<file path="config.mk">
export PLATFORM = sky130hd
export DESIGN_NAME = trace_rec_packer
export DESIGN_NICKNAME = d
export VERILOG_FILES = /design/src/rtl/trp_pkg.sv /design/src/rtl/trp_stamp.sv /design/src/rtl/trp_word_sel.sv /design/src/rtl/trace_rec_packer.sv
export SDC_FILE = /design/constraint.sdc
export NUM_CORES = 1
export LEC_CHECK = 0
export ABC_AREA = 1
export BUFFER_PORTS_ARGS = -buffer_cell sky130_fd_sc_hd__buf_2
export CORE_ASPECT_RATIO = 1.2
export CORE_UTILIZATION = 40
export DETAILED_ROUTE_END_ITERATION = 16
export PLACE_DENSITY_LB_ADDON = 0.3
export SLEW_MARGIN = 10
export SYNTH_ARGS = -nofsm -noshare
export SYNTH_HDL_FRONTEND = slang
export SYNTH_HIERARCHICAL = 1
export SYNTH_SLANG_ARGS = --single-unit
</file>
<file path="constraint.sdc">
create_clock -name clk -period 1.3 [get_ports clk]
set_input_delay 0.065 -clock clk [delete_from_list [all_inputs] [get_ports clk]]
set_output_delay 0.065 -clock clk [all_outputs]
set_load 0.05 [all_outputs]
</file>
<file path="src/rtl/trp_pkg.sv">
package trp_pkg;
    typedef enum logic [1:0] {
        ST_IDLE  = 2'd0,
        ST_SHORT = 2'd1,
        ST_LONG  = 2'd2
    } trp_state_e;

    localparam int unsigned WORD_W   = 32;
    localparam int unsigned HDR_WDS  = 4;
    localparam int unsigned SHORT_WDS = 4;
    localparam int unsigned LONG_WDS  = 8;
    localparam int unsigned IDX_W    = $clog2(LONG_WDS);
    localparam int unsigned STAMP_SHORT_W = 11;
endpackage

</file>
<file path="src/rtl/trp_stamp.sv">
module trp_stamp #(
    parameter int unsigned TS_W = 32
) (
    input  logic            clk,
    input  logic            rst_n,
    output logic [TS_W-1:0] ts_cnt
);
    always_ff @(posedge clk) begin
        if (!rst_n) ts_cnt <= '0;
        else        ts_cnt <= ts_cnt + 1'b1;
    end


    ts_step_chk: assert property (@(posedge clk) disable iff (!rst_n)
        $past(rst_n) |-> ts_cnt == $past(ts_cnt) + 1'b1);
endmodule

</file>
<file path="src/rtl/trp_word_sel.sv">
module trp_word_sel
    import trp_pkg::*;
#(
    parameter int unsigned TS_W = 32
) (
    input  logic                       is_long,
    input  logic [IDX_W-1:0]           idx,
    input  logic [HDR_WDS*WORD_W-1:0]  hdr,
    input  logic [WORD_W-1:0]          pfx,
    input  logic                       pfx_ok,
    input  logic [TS_W-1:0]            ts,
    output logic [WORD_W-1:0]          word
);
    logic [WORD_W-1:0] hw [HDR_WDS];
    logic [WORD_W-1:0] short_w0;
    logic [WORD_W-1:0] short_word;
    logic [WORD_W-1:0] long_word;

    for (genvar g = 0; g < HDR_WDS; g++) begin : g_split
        assign hw[g] = hdr[g*WORD_W +: WORD_W];
    end

    assign short_w0 = {hw[0][30:29], hw[0][28:24], hw[0][23], hw[0][19],
                       hw[0][16], hw[0][13], hw[0][9:0],
                       ts[STAMP_SHORT_W-1:0]};

    always_comb begin
        unique case (idx[1:0])
            2'd0:    short_word = short_w0;
            2'd1:    short_word = hw[1];
            2'd2:    short_word = hw[2];
            default: short_word = hw[3];
        endcase
    end

    always_comb begin
        unique case (idx)
            3'd0:    long_word = '1;
            3'd1:    long_word = pfx_ok ? pfx : '0;
            3'd2:    long_word = hw[0];
            3'd3:    long_word = hw[1];
            3'd4:    long_word = hw[2];
            3'd5:    long_word = hw[3];
            3'd6:    long_word = '0;
            default: long_word = ts[WORD_W-1:0];
        endcase
    end

    assign word = is_long ? long_word : short_word;
endmodule

</file>
<file path="src/rtl/trace_rec_packer.sv">
module trace_rec_packer
    import trp_pkg::*;
#(
    parameter int unsigned TS_W = 32
) (
    input  logic                      clk,
    input  logic                      rst_n,
    input  logic                      hdr_valid,
    output logic                      hdr_ready,
    input  logic [HDR_WDS*WORD_W-1:0] hdr_data,
    input  logic [WORD_W-1:0]         pfx_data,
    input  logic                      pfx_valid,
    input  logic                      fmt_sel,
    output logic                      out_valid,
    input  logic                      out_ready,
    output logic [WORD_W-1:0]         out_data,
    output logic                      out_last
);
    localparam logic [IDX_W-1:0] SHORT_END = IDX_W'(SHORT_WDS - 1);
    localparam logic [IDX_W-1:0] LONG_END  = IDX_W'(LONG_WDS - 1);

    trp_state_e state_q, state_d;
    logic [IDX_W-1:0]           idx_q;
    logic [HDR_WDS*WORD_W-1:0]  hdr_q;
    logic [WORD_W-1:0]          pfx_q;
    logic                       pfx_ok_q;
    logic [TS_W-1:0]            ts_q;
    logic [TS_W-1:0]            ts_cnt;
    logic                       take_hdr;
    logic                       beat;
    logic                       at_end;

    trp_stamp #(.TS_W(TS_W)) u_stamp (
        .clk    (clk),
        .rst_n  (rst_n),
        .ts_cnt (ts_cnt)
    );

    trp_word_sel #(.TS_W(TS_W)) u_sel (
        .is_long (state_q == ST_LONG),
        .idx     (idx_q),
        .hdr     (hdr_q),
        .pfx     (pfx_q),
        .pfx_ok  (pfx_ok_q),
        .ts      (ts_q),
        .word    (out_data)
    );

    assign take_hdr = hdr_valid && hdr_ready;
    assign beat     = out_valid && out_ready;
    assign at_end   = (state_q == ST_LONG) ? (idx_q == LONG_END)
                                           : (idx_q == SHORT_END);

    always_ff @(posedge clk) begin
        if (!rst_n) state_q <= ST_IDLE;
        else        state_q <= state_d;
    end

    always_comb begin
        state_d = state_q;
        unique case (state_q)
            ST_IDLE:  if (take_hdr) state_d = fmt_sel ? ST_LONG : ST_SHORT;
            ST_SHORT: if (beat && at_end) state_d = ST_IDLE;
            ST_LONG:  if (beat && at_end) state_d = ST_IDLE;
            default:  state_d = ST_IDLE;
        endcase
    end

    always_comb begin
        hdr_ready = (state_q == ST_IDLE);
        out_valid = (state_q != ST_IDLE);
        out_last  = out_valid && at_end;
    end

    always_ff @(posedge clk) begin
        if (!rst_n) begin
            idx_q    <= '0;
            hdr_q    <= '0;
            pfx_q    <= '0;
            pfx_ok_q <= 1'b0;
            ts_q     <= '0;
        end else if (take_hdr) begin
            idx_q    <= '0;
            hdr_q    <= hdr_data;
            pfx_q    <= pfx_data;
            pfx_ok_q <= pfx_valid;
            ts_q     <= ts_cnt;
        end else if (beat) begin
            idx_q    <= at_end ? '0 : idx_q + 1'b1;
        end
    end


    stall_hold_chk: assert property (@(posedge clk) disable iff (!rst_n)
        (out_valid && !out_ready) |=> (out_valid && $stable(out_data) && $stable(out_last)));


    busy_after_take_chk: assert property (@(posedge clk) disable iff (!rst_n)
        take_hdr |=> (out_valid && !hdr_ready));


    free_after_last_chk: assert property (@(posedge clk) disable iff (!rst_n)
        (beat && out_last) |=> (hdr_ready && !out_valid));


    last_once_chk: assert property (@(posedge clk) disable iff (!rst_n)
        (beat && !out_last) |=> out_valid);


    reset_state_chk: assert property (@(posedge clk)
        !rst_n |=> (hdr_ready && !out_valid));
endmodule

</file>
# Yosys cells after proc, flatten, opt, wreduce, memory -nomap -nowiden

Cells that the tools add are included.

$add $sub $neg: 2
Equal/unequal tests: 13
Mux-type cells: 10
Bitwise logic cells: 1
Reduce and logical (&&, ||, !) cells: 11

Operators with widths:

| kind                                                 | number |
|---|---|
| one-hot mux 32 bit (7 select lines)                  | 1 |
| one-hot mux 32 bit (3 select lines)                  | 1 |
| two-way mux 32 bit                                   | 2 |
| adder 32 x 1 -> 32 bit (second input constant)       | 1 |
| equality test 3 bit (second input constant)          | 4 |
| equality test 3 x 2 -> 1 bit (second input constant) | 2 |
| two-way mux 2 bit                                    | 3 |
| equality test 2 x 1 -> 1 bit (second input constant) | 2 |
| equality test 2 bit (second input constant)          | 2 |
| logical AND 1 bit                                    | 4 |
| logical NOT 2 bit                                    | 2 |
| != test 2 x 1 -> 1 bit (second input constant)       | 2 |
| one-hot mux 2 bit (2 select lines)                   | 1 |
| OR reduction 2 bit                                   | 2 |
| adder 3 x 1 -> 3 bit (second input constant)         | 1 |
| equality test 3 x 1 -> 1 bit (second input constant) | 1 |
| logical NOT 3 bit                                    | 1 |
| two-way mux 3 bit                                    | 1 |
| AND reduction 2 bit                                  | 1 |
| nonzero test 2 bit                                   | 1 |
| two-way mux 1 bit                                    | 1 |
| inverter 1 bit                                       | 1 |

Bits in registers: 230
Input bits: 166
Output and inout bits: 35
Logic and storage cells: 44

# Logic depth before layout (Yosys ltp)

Gate-level depths: netlist of run 1.

Depth in word-level cells: 5
Depth in mapped cells: 10

# By module

The synthesis of run 1 kept the hierarchy.

By module, submodules not included:

| module           | times used | cells each | area an instance (sq um) |
|---|---|---|---|
| trace_rec_packer | 1          | 879        | 7063.0 |
| trp_word_sel     | 1          | 746        | 3325.7 |
| trp_stamp        | 1          | 249        | 1674.1 |

# Worst setup path after synthesis of run 1

OpenSTA, ideal clock, no wires.

Path kind: register to register
Start: register state_q[0]
End: register state_q[1]
Setup time: 0.070 ns
Arrival time: 1.700 ns
Path slack: -0.470 ns
Cell stages (with the launch flop): 8
Buffers on the path: 0
Clock period less this slack: 1.770 ns
Cell sequence: dfxtp_1 > inv_1 > ha_1 > inv_2 > or2_2 > nand2_1 > nand2_1 > a21oi_1

RTL lines:

| item                             | RTL line               | text |
|---|---|---|
| start, declared                  | trace_rec_packer.sv:22 | `trp_state_e state_q, state_d;` |
| start signal, assigned           | trace_rec_packer.sv:56 | `else state_q <= state_d;` |
| logical NOT 2 bit (*)            | trace_rec_packer.sv:70 | `hdr_ready = (state_q == ST_IDLE);` |
| net hdr_ready                    | trace_rec_packer.sv:9  | `output logic hdr_ready,` |
| logical AND 1 bit                | trace_rec_packer.sv:49 | `assign take_hdr = hdr_valid && hdr_ready;` |
| != test 2 x 1 -> 1 bit (no line) | --                     |  |
| AND reduction 2 bit (no line)    | --                     |  |

Mark *: on every way through the listed nets, which the timed path passes. The rest lies on a longest branch.
A chain may end at the register's enable or synchronous reset.

# Worst setup path in the final report of run 1

Start: register idx_q[1]
End: output port out_data[22]

Longest elaborated chain between the ends: 3

Ends and longest elaborated chain:

| item                                                                                              | RTL line                               | text |
|---|---|---|
| start, declared                                                                                   | trace_rec_packer.sv:23                 | `logic [IDX_W-1:0] idx_q;` |
| start signal, assigned                                                                            | trace_rec_packer.sv:89                 | `idx_q <= at_end ? '0 : idx_q + 1'b1;` |
| equality test 3 bit, or another cell as far along                                                 | trp_word_sel.sv:37                     | `unique case (idx)` |
| one-hot mux 32 bit (7 select lines) / one-hot mux 32 bit (3 select lines) (equally long branches) | trp_word_sel.sv:37, trp_word_sel.sv:28 |  |
| two-way mux 32 bit (*)                                                                            | trp_word_sel.sv:49                     | `assign word = is_long ? long_word : short_word;` |
| end, declared                                                                                     | trace_rec_packer.sv:16                 | `output logic [WORD_W-1:0] out_data,` |

Mark *: on every way between the ends. The rest lies on a longest branch, timed or not.

==> impl_metrics.tcl, run 1 <==
set metrics [dict create \
    std_cell_rows 69 \
    placed_area_mm2 0.0145 \
    layout_commonest_cell "sky130_fd_sc_hd__nor2_1" \
    synth-warning-count 6 \
    timing.clock.skew_ns 0.0197 \
    drt_first_iter_violations 1632 \
    cp_max_fo 14 \
    detail_route.first_pass.iterations 8 \
    clk_pin_slew_worst_setup_hold_paths_ns 0.06 \
    path_cells "buf_12 > nand2_8 > nor2_4 > buf_12 > buf_4 > a21oi_1 > nand2_2 > nand2_4 > buf_8" \
    global_route_wire_length_before_repair_mm 80.2 \
    yosys_most_used_dff "sky130_fd_sc_hd__dfxtp_1" \
    antenna_cells_inserted 0 \
    cts-root-to-sink-buffers 3 \
    maximum_capacitance_violations 0 \
    setup_viol_count_final 258 \
    finish.net_count 2500 \
    globalRouteTotalUtil 0.339 \
    finalMaxSlewViolations 0 \
    die-height_um 192 \
    tritoncts_num_sinks 230 \
    leakagePower_nw 8.70 \
    dp_worst_setup_slack_ns -0.428 \
    min_period_over_period 1.70 \
    clockRootBuffer "sky130_fd_sc_hd__clkbuf_16" \
    coreArea_mm2 0.0296 \
    final_hold_viol_count 0 \
    start_util 0.407 \
    required_ns 1.24 \
    port_buffers 200 \
    final_cell_area_mm2 0.0205 \
    route.vias.total 15365 \
    netlist_instances 1874 \
    finalHoldWorstSlack_ns 0.308 \
    power.density_cell_area_mw_per_mm2 1140 \
    layout-drive-gt1-share 0.346 \
    critical_path.most_common_cell "sky130_fd_sc_hd__buf_12" \
    mappedNetlistNets 2044 \
    dpl.cell_count 2466 \
    failed_checks "setup timing" \
    period_minus_slack_ns 2.21 \
    cell_with_the_biggest_individual_delay_on_the_critical_path "sky130_fd_sc_hd__dfxtp_4" \
    final_cell_mix "344 x sky130_fd_sc_hd__nor2_1, 298 x sky130_fd_sc_hd__nand2_1, 225 x sky130_fd_sc_hd__dfxtp_1" \
    vdd_drop_max_uv 1040 \
    cts_buffers 25 \
    floorplan.io_pins 201 \
    postSynthAreaPerCell_um2 6.44 \
    hpwlAfterDp_mm 32.2 \
    synth.top_cell.area_share 0.382 \
    grt_max_degree 38 \
    synth_top_area_cell "sky130_fd_sc_hd__dfxtp_1" \
    synth_edf_count 0 \
    maxSlewHeadroom 0.641 \
    run_status "complete, but fails checks" \
    cp-end-kind "output pin" \
    synth.cell_area_mm2 0.0121 \
    place.gp.congestion 0.932 \
    tightestPinTransition_ns 0.539 \
    routed_wirelength_mm 57.5 \
    dieArea_mm2 0.0309 \
    globalRouteOverflowTotal 0 \
    setup_slack_ns -0.914 \
    routed_via_density 5.61 \
    drt-wirelength-per-cell_um 21.0 \
    route.detailed.drc 0 \
    ctsHtreeMaxLevel 1 \
    first_global_vias 14579 \
    post_route_antenna_net_violation_count 0 \
    crit_type "flop to output pin" \
    synth_top_area_cells "sky130_fd_sc_hd__dfxtp_1 38%, sky130_fd_sc_hd__nor2_1 17%, sky130_fd_sc_hd__nand2_1 11%" \
    synth_seq_cells 230 \
    slowest_delay_ns 0.36 \
    cp_data_arrival_time_ns 2.15 \
    insertion_delay_ns 0.54 \
    fmax_mhz 452 \
    rsz0062_at_grt "true" \
    syn2layout_area_growth_pct 69.8 \
    worstHoldPathType "input port to flop" \
    synth_sequential_area_ratio 0.382 \
    layoutNonFillerInstCount 2737 \
    cts_tree "yes" \
    grt_antenna_before_repair 0 \
    critPathLaunchType "flop" \
    netlist-cell-type-count 38 \
    die_width_um 161 \
    async_reset_ff_frac 0 \
]
path summary, 6_finish.rpt:
check / start / to / slack [ns] / cells past startpoint
max: idx_q[1] / out_data[22] / -0.91 / 9
min: hdr_data[40] / hdr_q[40] / 0.31 / 4
max reg2reg: state_q[0] / pfx_q[18] / -0.46 / 12
min reg2reg: state_q[0] / state_q[0] / 0.47 / 2
worst max-delay path, delay by kind of cell (launching register included):
family / cells / cell delay, ns
buf+inv: 4 / 0.60
flops: 1 / 0.36
simple gates: 4 / 0.39
compound gates: 1 / 0.26
Yosys cell counts (2+ instances only):
cell type / instances
sky130_fd_sc_hd__and2_1: 3
sky130_fd_sc_hd__nor2_1: 535
sky130_fd_sc_hd__buf_2: 41
sky130_fd_sc_hd__nor3b_1: 2
sky130_fd_sc_hd__nand2_2: 6
sky130_fd_sc_hd__o21a_1: 2
sky130_fd_sc_hd__inv_2: 5
sky130_fd_sc_hd__inv_1: 86
sky130_fd_sc_hd__buf_6: 28
sky130_fd_sc_hd__o21ai_1: 50
sky130_fd_sc_hd__nand2_4: 3
sky130_fd_sc_hd__buf_4: 10
sky130_fd_sc_hd__nand2_1: 360
sky130_fd_sc_hd__o21ai_0: 182
sky130_fd_sc_hd__ha_1: 4
sky130_fd_sc_hd__nor2_4: 11
sky130_fd_sc_hd__nand4_1: 32
sky130_fd_sc_hd__xor2_1: 2
sky130_fd_sc_hd__dfxtp_1: 230
sky130_fd_sc_hd__nand3_1: 124
sky130_fd_sc_hd__a21oi_1: 59
sky130_fd_sc_hd__clkbuf_1: 43
sky130_fd_sc_hd__buf_1: 3
sky130_fd_sc_hd__nor2_2: 8
sky130_fd_sc_hd__o211ai_1: 32
sequential cells by signal, indices dropped and copies added (netlist names):
name            count
hdr_q             128
pfx_q              32
ts_q               32
u_stamp/ts_cnt     32
idx_q               3
state_q             2
pfx_ok_q            1
metal layers:
| metal | share of wire | track usage | up-vias |
|---|---|---|---|
| met2 | 0.47 | 0.579 | 963 |
| met3 | 0.087 | 0.0574 | 322 |
| met5 | 0 | 0 | - |
| met1 | 0.36 | 0.392 | 7097 |
| li1 | - | - | 6983 |
| met4 | 0.082 | 0.221 | 0 |
kinds of logic (layout without fill, tap and decap cells):
group                    Yosys count  in the layout  share of synthesized area
buffers and inverters            220            692                     0.0949
AND/OR/NAND/NOR                 1090           1091                      0.374
AO/OA/AOI/OAI                    328            328                      0.144
flip-flops                       230            230                      0.382
adder cells (fa/ha/maj)            4              4                    0.00415
XOR/XNOR                           2              2                    0.00145
where the power goes:
group | total, W | internal, W | switching, W
combinational | 0.00749 | 0.00353 | 0.00396
clock | 0.00745 | 0.00441 | 0.00304
sequential | 0.00850 | 0.00768 | 0.000823
total | 0.0234 | 0.0156 | 0.00782
through the flow:
step | util | total power [W] | TNS, ns
2_1_floorplan | - | 0.0112 | -4.88
3_3_place_gp | 0.488 | 0.0125 | -47.09
3_5_place_dp | 0.488 | 0.0126 | -48.86
4_1_cts | 0.650 | 0.0222 | -98.18
5_1_grt | 0.692 | 0.0242 | -117.36
6_report | 0.692 | 0.0234 | -103.47
area by class of cell:
| type | count | area (µm²) |
|---|---|---|
| Multi-Input combinational cell | 1425 | 8230 |
| Clock buffer | 34 | 709 |
| Clock inverter | 10 | 133 |
| Fill cell | 2125 | 9130 |
| Inverter | 94 | 394 |
| Timing Repair Buffer | 554 | 5910 |
| Tap cell | 390 | 488 |
| Sequential cell | 230 | 4620 |
what timing repair did:
action,4_1_cts,5_1_grt
hold buffers,165,0
setup endpoints to repair,254,259
hold endpoints to repair,171,0
gates resized for setup,383,288
pin swaps,12,49
buffers inserted,27,4
gates cloned,28,12
(Power assumes the default switching activity.)
==> inputs of run 2 (changes only) <==
CORE_UTILIZATION = 39   (was 40)
==> run 2 against run 1 <==
The flow still finishes with violations (setup timing). Routed wire length is 8.3% higher. Clock skew is 0.010 ns lower. Design area is 5.9% higher. Sequential power is 1% higher. Core utilization is 2.0 points higher. Worst setup slack better by 0.011 ns. Maximum frequency is 0.48% higher. Critical endpoint is now out_data[2].
==> impl_metrics.tcl, run 2 (synthesis results as in run 1) <==
set metrics [dict create \
    cp_max_fo 16 \
    layout-drive-gt1-share 0.408 \
    path_cells "buf_4 > clkbuf_16 > o21ai_0 > nand3_1 > o211ai_1 > nand2_4 > buf_8" \
    grt_antenna_before_repair 0 \
    largest-register "hdr_q" \
    timing.clock.skew_ns 0.00936 \
    floorplan.io_pins 201 \
    first_global_vias 14875 \
    largest_reg_flops 128 \
    maxSlewHeadroom 0.711 \
    maximum_capacitance_violations 0 \
    tightestPinTransition_ns 0.431 \
    std_cell_rows 70 \
    failed_checks "setup timing" \
    syn2layout_area_growth_pct 79.9 \
    final_cell_mix "298 x sky130_fd_sc_hd__nor2_1, 276 x sky130_fd_sc_hd__nand2_1, 204 x sky130_fd_sc_hd__dfxtp_1" \
    rsz0062_at_grt "true" \
    die-height_um 195 \
    coreArea_mm2 0.0305 \
    globalRouteTotalUtil 0.339 \
    crit_family "buffers and inverters" \
    final_standard_cell_utilization_of_the_core 0.712 \
    cts_tree "yes" \
    run_status "complete, but fails checks" \
    ctsHtreeMaxLevel 1 \
    global_route_wire_length_before_repair_mm 82.8 \
    finish.net_count 2541 \
    critical_r2r_launch "state_q[0]" \
    port_buffers 200 \
    worstHoldPathType "input port to flop" \
    slowest_delay_ns 0.41 \
    layout_commonest_cell "sky130_fd_sc_hd__nor2_1" \
    place.gp.congestion 0.900 \
    crit_type "flop to output pin" \
    grt_max_degree 56 \
    cell_with_the_biggest_individual_delay_on_the_critical_path "sky130_fd_sc_hd__dfxtp_4" \
    cts-root-to-sink-buffers 3 \
    setup_viol_count_final 243 \
    fmax_mhz 454 \
    setup_slack_ns -0.904 \
    globalRouteOverflowTotal 0 \
    clockRootBuffer "sky130_fd_sc_hd__clkbuf_16" \
    cp_data_arrival_time_ns 2.14 \
    power.density_cell_area_mw_per_mm2 1120 \
    start_util 0.396 \
    timing.critical_path.from "idx_q[0]" \
    route.detailed.drc 0 \
    insertion_delay_ns 0.54 \
    fillCellCount 2079 \
    min_from "hdr_valid" \
    vdd_drop_max_uv 1240 \
    crit_buf_inv 3 \
    detail_route.first_pass.iterations 8 \
    clk_pin_slew_worst_setup_hold_paths_ns 0.06 \
    period_minus_slack_ns 2.20 \
    post_route_antenna_net_violation_count 0 \
    finalHoldWorstSlack_ns 0.183 \
    die_width_um 163 \
    final_hold_viol_count 0 \
    antenna_cells_inserted 0 \
    routed_wirelength_mm 62.3 \
    routed_via_density 5.67 \
    leakagePower_nw 9.08 \
    min_period_over_period 1.70 \
    route.vias.total 15787 \
    required_ns 1.24 \
    drt_first_iter_violations 1619 \
    drt-wirelength-per-cell_um 22.4 \
    critPathLaunchType "flop" \
    finalMaxSlewViolations 0 \
    hpwlAfterDp_mm 32.4 \
    cts_buffers 25 \
    dieArea_mm2 0.0316 \
    cp-end-kind "output pin" \
    tritoncts_num_sinks 230 \
]
==> run 2: cell count changes in the layout (fill, tap and decap cells not counted), moves of 18 or more <==
cell,change
sky130_fd_sc_hd__nand2_2,+18
sky130_fd_sc_hd__nand2_1,-22
sky130_fd_sc_hd__nor2_1,-46
sky130_fd_sc_hd__nor2_4,+60
sky130_fd_sc_hd__dfxtp_1,-21
sky130_fd_sc_hd__nand3_1,-23
sky130_fd_sc_hd__buf_4,+22
==> run 2: worst paths after layout <==
kind	end	slack (ns)	cells after the start
min reg2reg	state_q[0]	0.48	2
min	hdr_q[84]	0.18	5
max	out_data[2]	-0.90	7
max reg2reg	pfx_q[10]	-0.45	11
==> run 2: tightest hold or removal path, stage by stage <==
cell and delay (ns):
sky130_fd_sc_hd__buf_2 0.22, sky130_fd_sc_hd__nand2_8 0.13, sky130_fd_sc_hd__buf_4 0.11, sky130_fd_sc_hd__o21ai_1 0.07, sky130_fd_sc_hd__nor2_1 0.08
==> run 2: power breakdown <==
part | leakage (nW) | switching [W] | total [W] | internal (W)
combinational | 6.75 | 0.00438 | 0.00827 | 0.00388
sequential | 1.91 | 0.000923 | 0.00860 | 0.00768
clock | 0.409 | 0.00312 | 0.00736 | 0.00424
==> run 2: layout make-up <==
class,count,area (µm²),share of cell area
Inverter,94,402,0.0185
Timing Repair Buffer,589,6250,0.288
Timing Repair inverter,4,101,0.00467
Clock inverter,8,77.6,0.00357
Clock buffer,36,758,0.0349
Multi-Input combinational cell,1427,8960,0.413
Tap cell,396,495,0.0228
Sequential cell,230,4650,0.214
==> run 2: per-layer routing <==
layer	up-vias	track usage	wire length [µm]
li1	7051	-	-
met1	7401	0.390	21700
met2	1004	0.580	29800
met3	331	0.0602	5790
met4	0	0.209	5030
met5	-	0	0
==> run 2: repair_timing <==
| action | in CTS | in global routing |
|---|---|---|
| hold buffers | 164 | 0 |
| cloned | 35 | 19 |
| pin swaps | 17 | 115 |
| buffers inserted | 24 | 31 |
| hold endpoints to repair | 178 | 0 |
| gates resized for setup | 403 | 487 |
| endpoints found under the setup margin | 252 | 258 |
==> run 2: per-stage QoR <==
stage / std cells / power (W) / setup TNS (ns) / cell area, µm² / worst slack, ns
6_report: 2784 / 0.0242 / -93.29 / 21700 / -0.904
5_1_grt: 2784 / 0.0248 / -105.65 / 21700 / -0.962
4_1_cts: 2750 / 0.0225 / -89.14 / 19600 / -0.832
3_5_place_dp: 2483 / 0.0128 / -41.51 / 14500 / -0.647
3_3_place_gp: 2483 / 0.0127 / -37.47 / 14500 / -0.592
2_1_floorplan: 1874 / 0.0112 / -4.88 / 12600 / -0.0772
==> inputs of run 3 (changes only) <==
REMOVE_ABC_BUFFERS = 1   (was not set)
==> run 3 against run 2 <==
The flow still finishes with violations (setup timing). Critical path depth is 1 higher. Clock power is 1% higher. Via count shrank 1.4%. Critical path type unchanged. Power decreased by 3.8%. Highest routed layer unchanged. Combinational power is 11% lower.
==> impl_metrics.tcl, run 3 (synthesis results as in run 1) <==
set metrics [dict create \
    hpwlAfterDp_mm 27.2 \
    final_cell_mix "316 x sky130_fd_sc_hd__nor2_1, 314 x sky130_fd_sc_hd__nand2_1, 205 x sky130_fd_sc_hd__dfxtp_1" \
    tritoncts_num_sinks 230 \
    route.detailed.drc 0 \
    cp_data_arrival_time_ns 2.24 \
    routed_via_density 5.66 \
    dpl.cell_count 2447 \
    footprint_of_the_multi_input_gates_mm2 0.00842 \
    worstHoldPathType "input port to flop" \
    largest-register "hdr_q" \
    clk_pin_slew_worst_setup_hold_paths_ns 0.06 \
    min_period_over_period 1.77 \
    start_util 0.396 \
    post_route_antenna_net_violation_count 0 \
    detail_route.first_pass.iterations 7 \
    dieArea_mm2 0.0316 \
    die_width_um 163 \
    insertion_delay_ns 0.54 \
    routed_wirelength_mm 56.3 \
    vdd_drop_max_uv 1040 \
    floorplan.io_pins 201 \
    timing.reg2reg.setup_slack_ns -0.39 \
    setup_viol_count_final 251 \
    route.vias.total 15559 \
    ctsHtreeMaxLevel 1 \
    coreArea_mm2 0.0305 \
    final_hold_viol_count 0 \
    tightestPinTransition_ns 0.472 \
    globalRouteTotalUtil 0.295 \
    layoutNonFillerInstCount 2747 \
    global_route_wire_length_before_repair_mm 73.7 \
    port_buffers 200 \
    seq_area_mm2 0.00465 \
    finish.net_count 2502 \
    grt_max_degree 64 \
    run_status "complete, but fails checks" \
    totalPowerFinal_w 0.0233 \
    grt_antenna_before_repair 1 \
    cts-root-to-sink-buffers 3 \
    power.density_cell_area_mw_per_mm2 1120 \
    layout-drive-gt1-share 0.369 \
    drt-wirelength-per-cell_um 20.5 \
    cp-end-kind "output pin" \
    finalHoldWorstSlack_ns 0.246 \
    fillCellCount 2184 \
    syn2layout_area_growth_pct 72.5 \
    place.gp.congestion 0.911 \
    largest_reg_flops 128 \
    failed_checks "setup timing" \
    fmax_mhz 434 \
    cp_max_fo 33 \
    crit_type "flop to output pin" \
    timing.setup.tns_ns -89.08 \
    cts_buffers 25 \
    layout_commonest_cell "sky130_fd_sc_hd__nor2_1" \
    period_minus_slack_ns 2.30 \
    std_cell_rows 70 \
    leakagePower_nw 8.81 \
    cts_tree "yes" \
    clockRootBuffer "sky130_fd_sc_hd__clkbuf_16" \
    rsz0062_at_grt "true" \
    timing.clock.skew_ns 0.0127 \
    maxSlewHeadroom 0.685 \
    finalMaxSlewViolations 0 \
    maximum_capacitance_violations 0 \
    required_ns 1.24 \
    globalRouteOverflowTotal 0 \
    first_global_vias 13998 \
    die-height_um 195 \
    drt_first_iter_violations 1747 \
    setup_slack_ns -1.00 \
    critPathLaunchType "flop" \
]
[run 3: cell types whose count changed in the layout (fill, tap and decap cells not counted), moves of 18 or more]
cell,change
sky130_fd_sc_hd__buf_4,-28
sky130_fd_sc_hd__nand2_1,+38
sky130_fd_sc_hd__nand2_4,-31
sky130_fd_sc_hd__nor2_1,+18
sky130_fd_sc_hd__o21ai_0,+63
sky130_fd_sc_hd__o21ai_1,-53
[run 3: path summary, 6_finish.rpt]
| check | startpoint | endpoint | depth (start not counted) |
|---|---|---|---|
| setup / recovery | idx_q[2] | out_data[22] | 8 |
| setup reg to reg | state_q[1] | hdr_q[24] | 11 |
| hold / removal | hdr_valid | hdr_q[4] | 5 |
| hold reg to reg | pfx_q[10] | pfx_q[10] | 2 |
[run 3: layer usage]
layer | GRT usage | routed length [µm] | up-vias
li1 | - | - | 6986
met1 | 0.345 | 19600 | 7154
met2 | 0.516 | 27300 | 1072
met3 | 0.0382 | 5380 | 347
met4 | 0.159 | 4100 | 0
met5 | 0 | 0 | -
[run 3: stage by stage]
stage                     setup slack (ns)  cell area, µm²   util
final                                -1.00           20800  0.683
after global routing                -0.958           20800  0.683
after CTS                           -0.811           18100  0.593
after detailed placement            -0.389           13900  0.457
after global placement              -0.388           13900  0.457
after floorplan                      -3.61           11300      -
[run 3: critical path, cell delays in order, from the launching register on]
cell and delay, ns:
sky130_fd_sc_hd__dfxtp_4 0.40, sky130_fd_sc_hd__buf_4 0.41, sky130_fd_sc_hd__nand4_1 0.22, sky130_fd_sc_hd__nand2_1 0.16, sky130_fd_sc_hd__nor2_2 0.07, sky130_fd_sc_hd__nand2_1 0.08
sky130_fd_sc_hd__nand2_1 0.09, sky130_fd_sc_hd__nand2_2 0.09, sky130_fd_sc_hd__buf_8 0.14
[run 3: layout make-up]
class,instances,area share
diodes,1,0.000120
clock buffers,38,0.0363
clock inverters,7,0.00445
inverters,94,0.0188
multi-input cells,1426,0.405
flip-flops and latches,230,0.224
well taps,396,0.0238
repair buffers,552,0.284
repair inverters,3,0.00385
[run 3: power breakdown]
part / internal, W / switching [W] / total [W]
Sequential: 0.00768 / 0.000806 / 0.00848
Combinational: 0.00348 / 0.00390 / 0.00739
Clock: 0.00439 / 0.00305 / 0.00744
Total: 0.0155 / 0.00776 / 0.0233
[run 3: what timing repair did]
| item | CTS | global route |
|---|---|---|
| pin swaps | 16 | 99 |
| setup buffers | 16 | 28 |
| gates resized for setup | 309 | 560 |
| gates cloned | 23 | 29 |
| setup endpoints to repair | 250 | 259 |
| hold buffers | 164 | 0 |
| endpoints found under the hold margin | 182 | 0 |
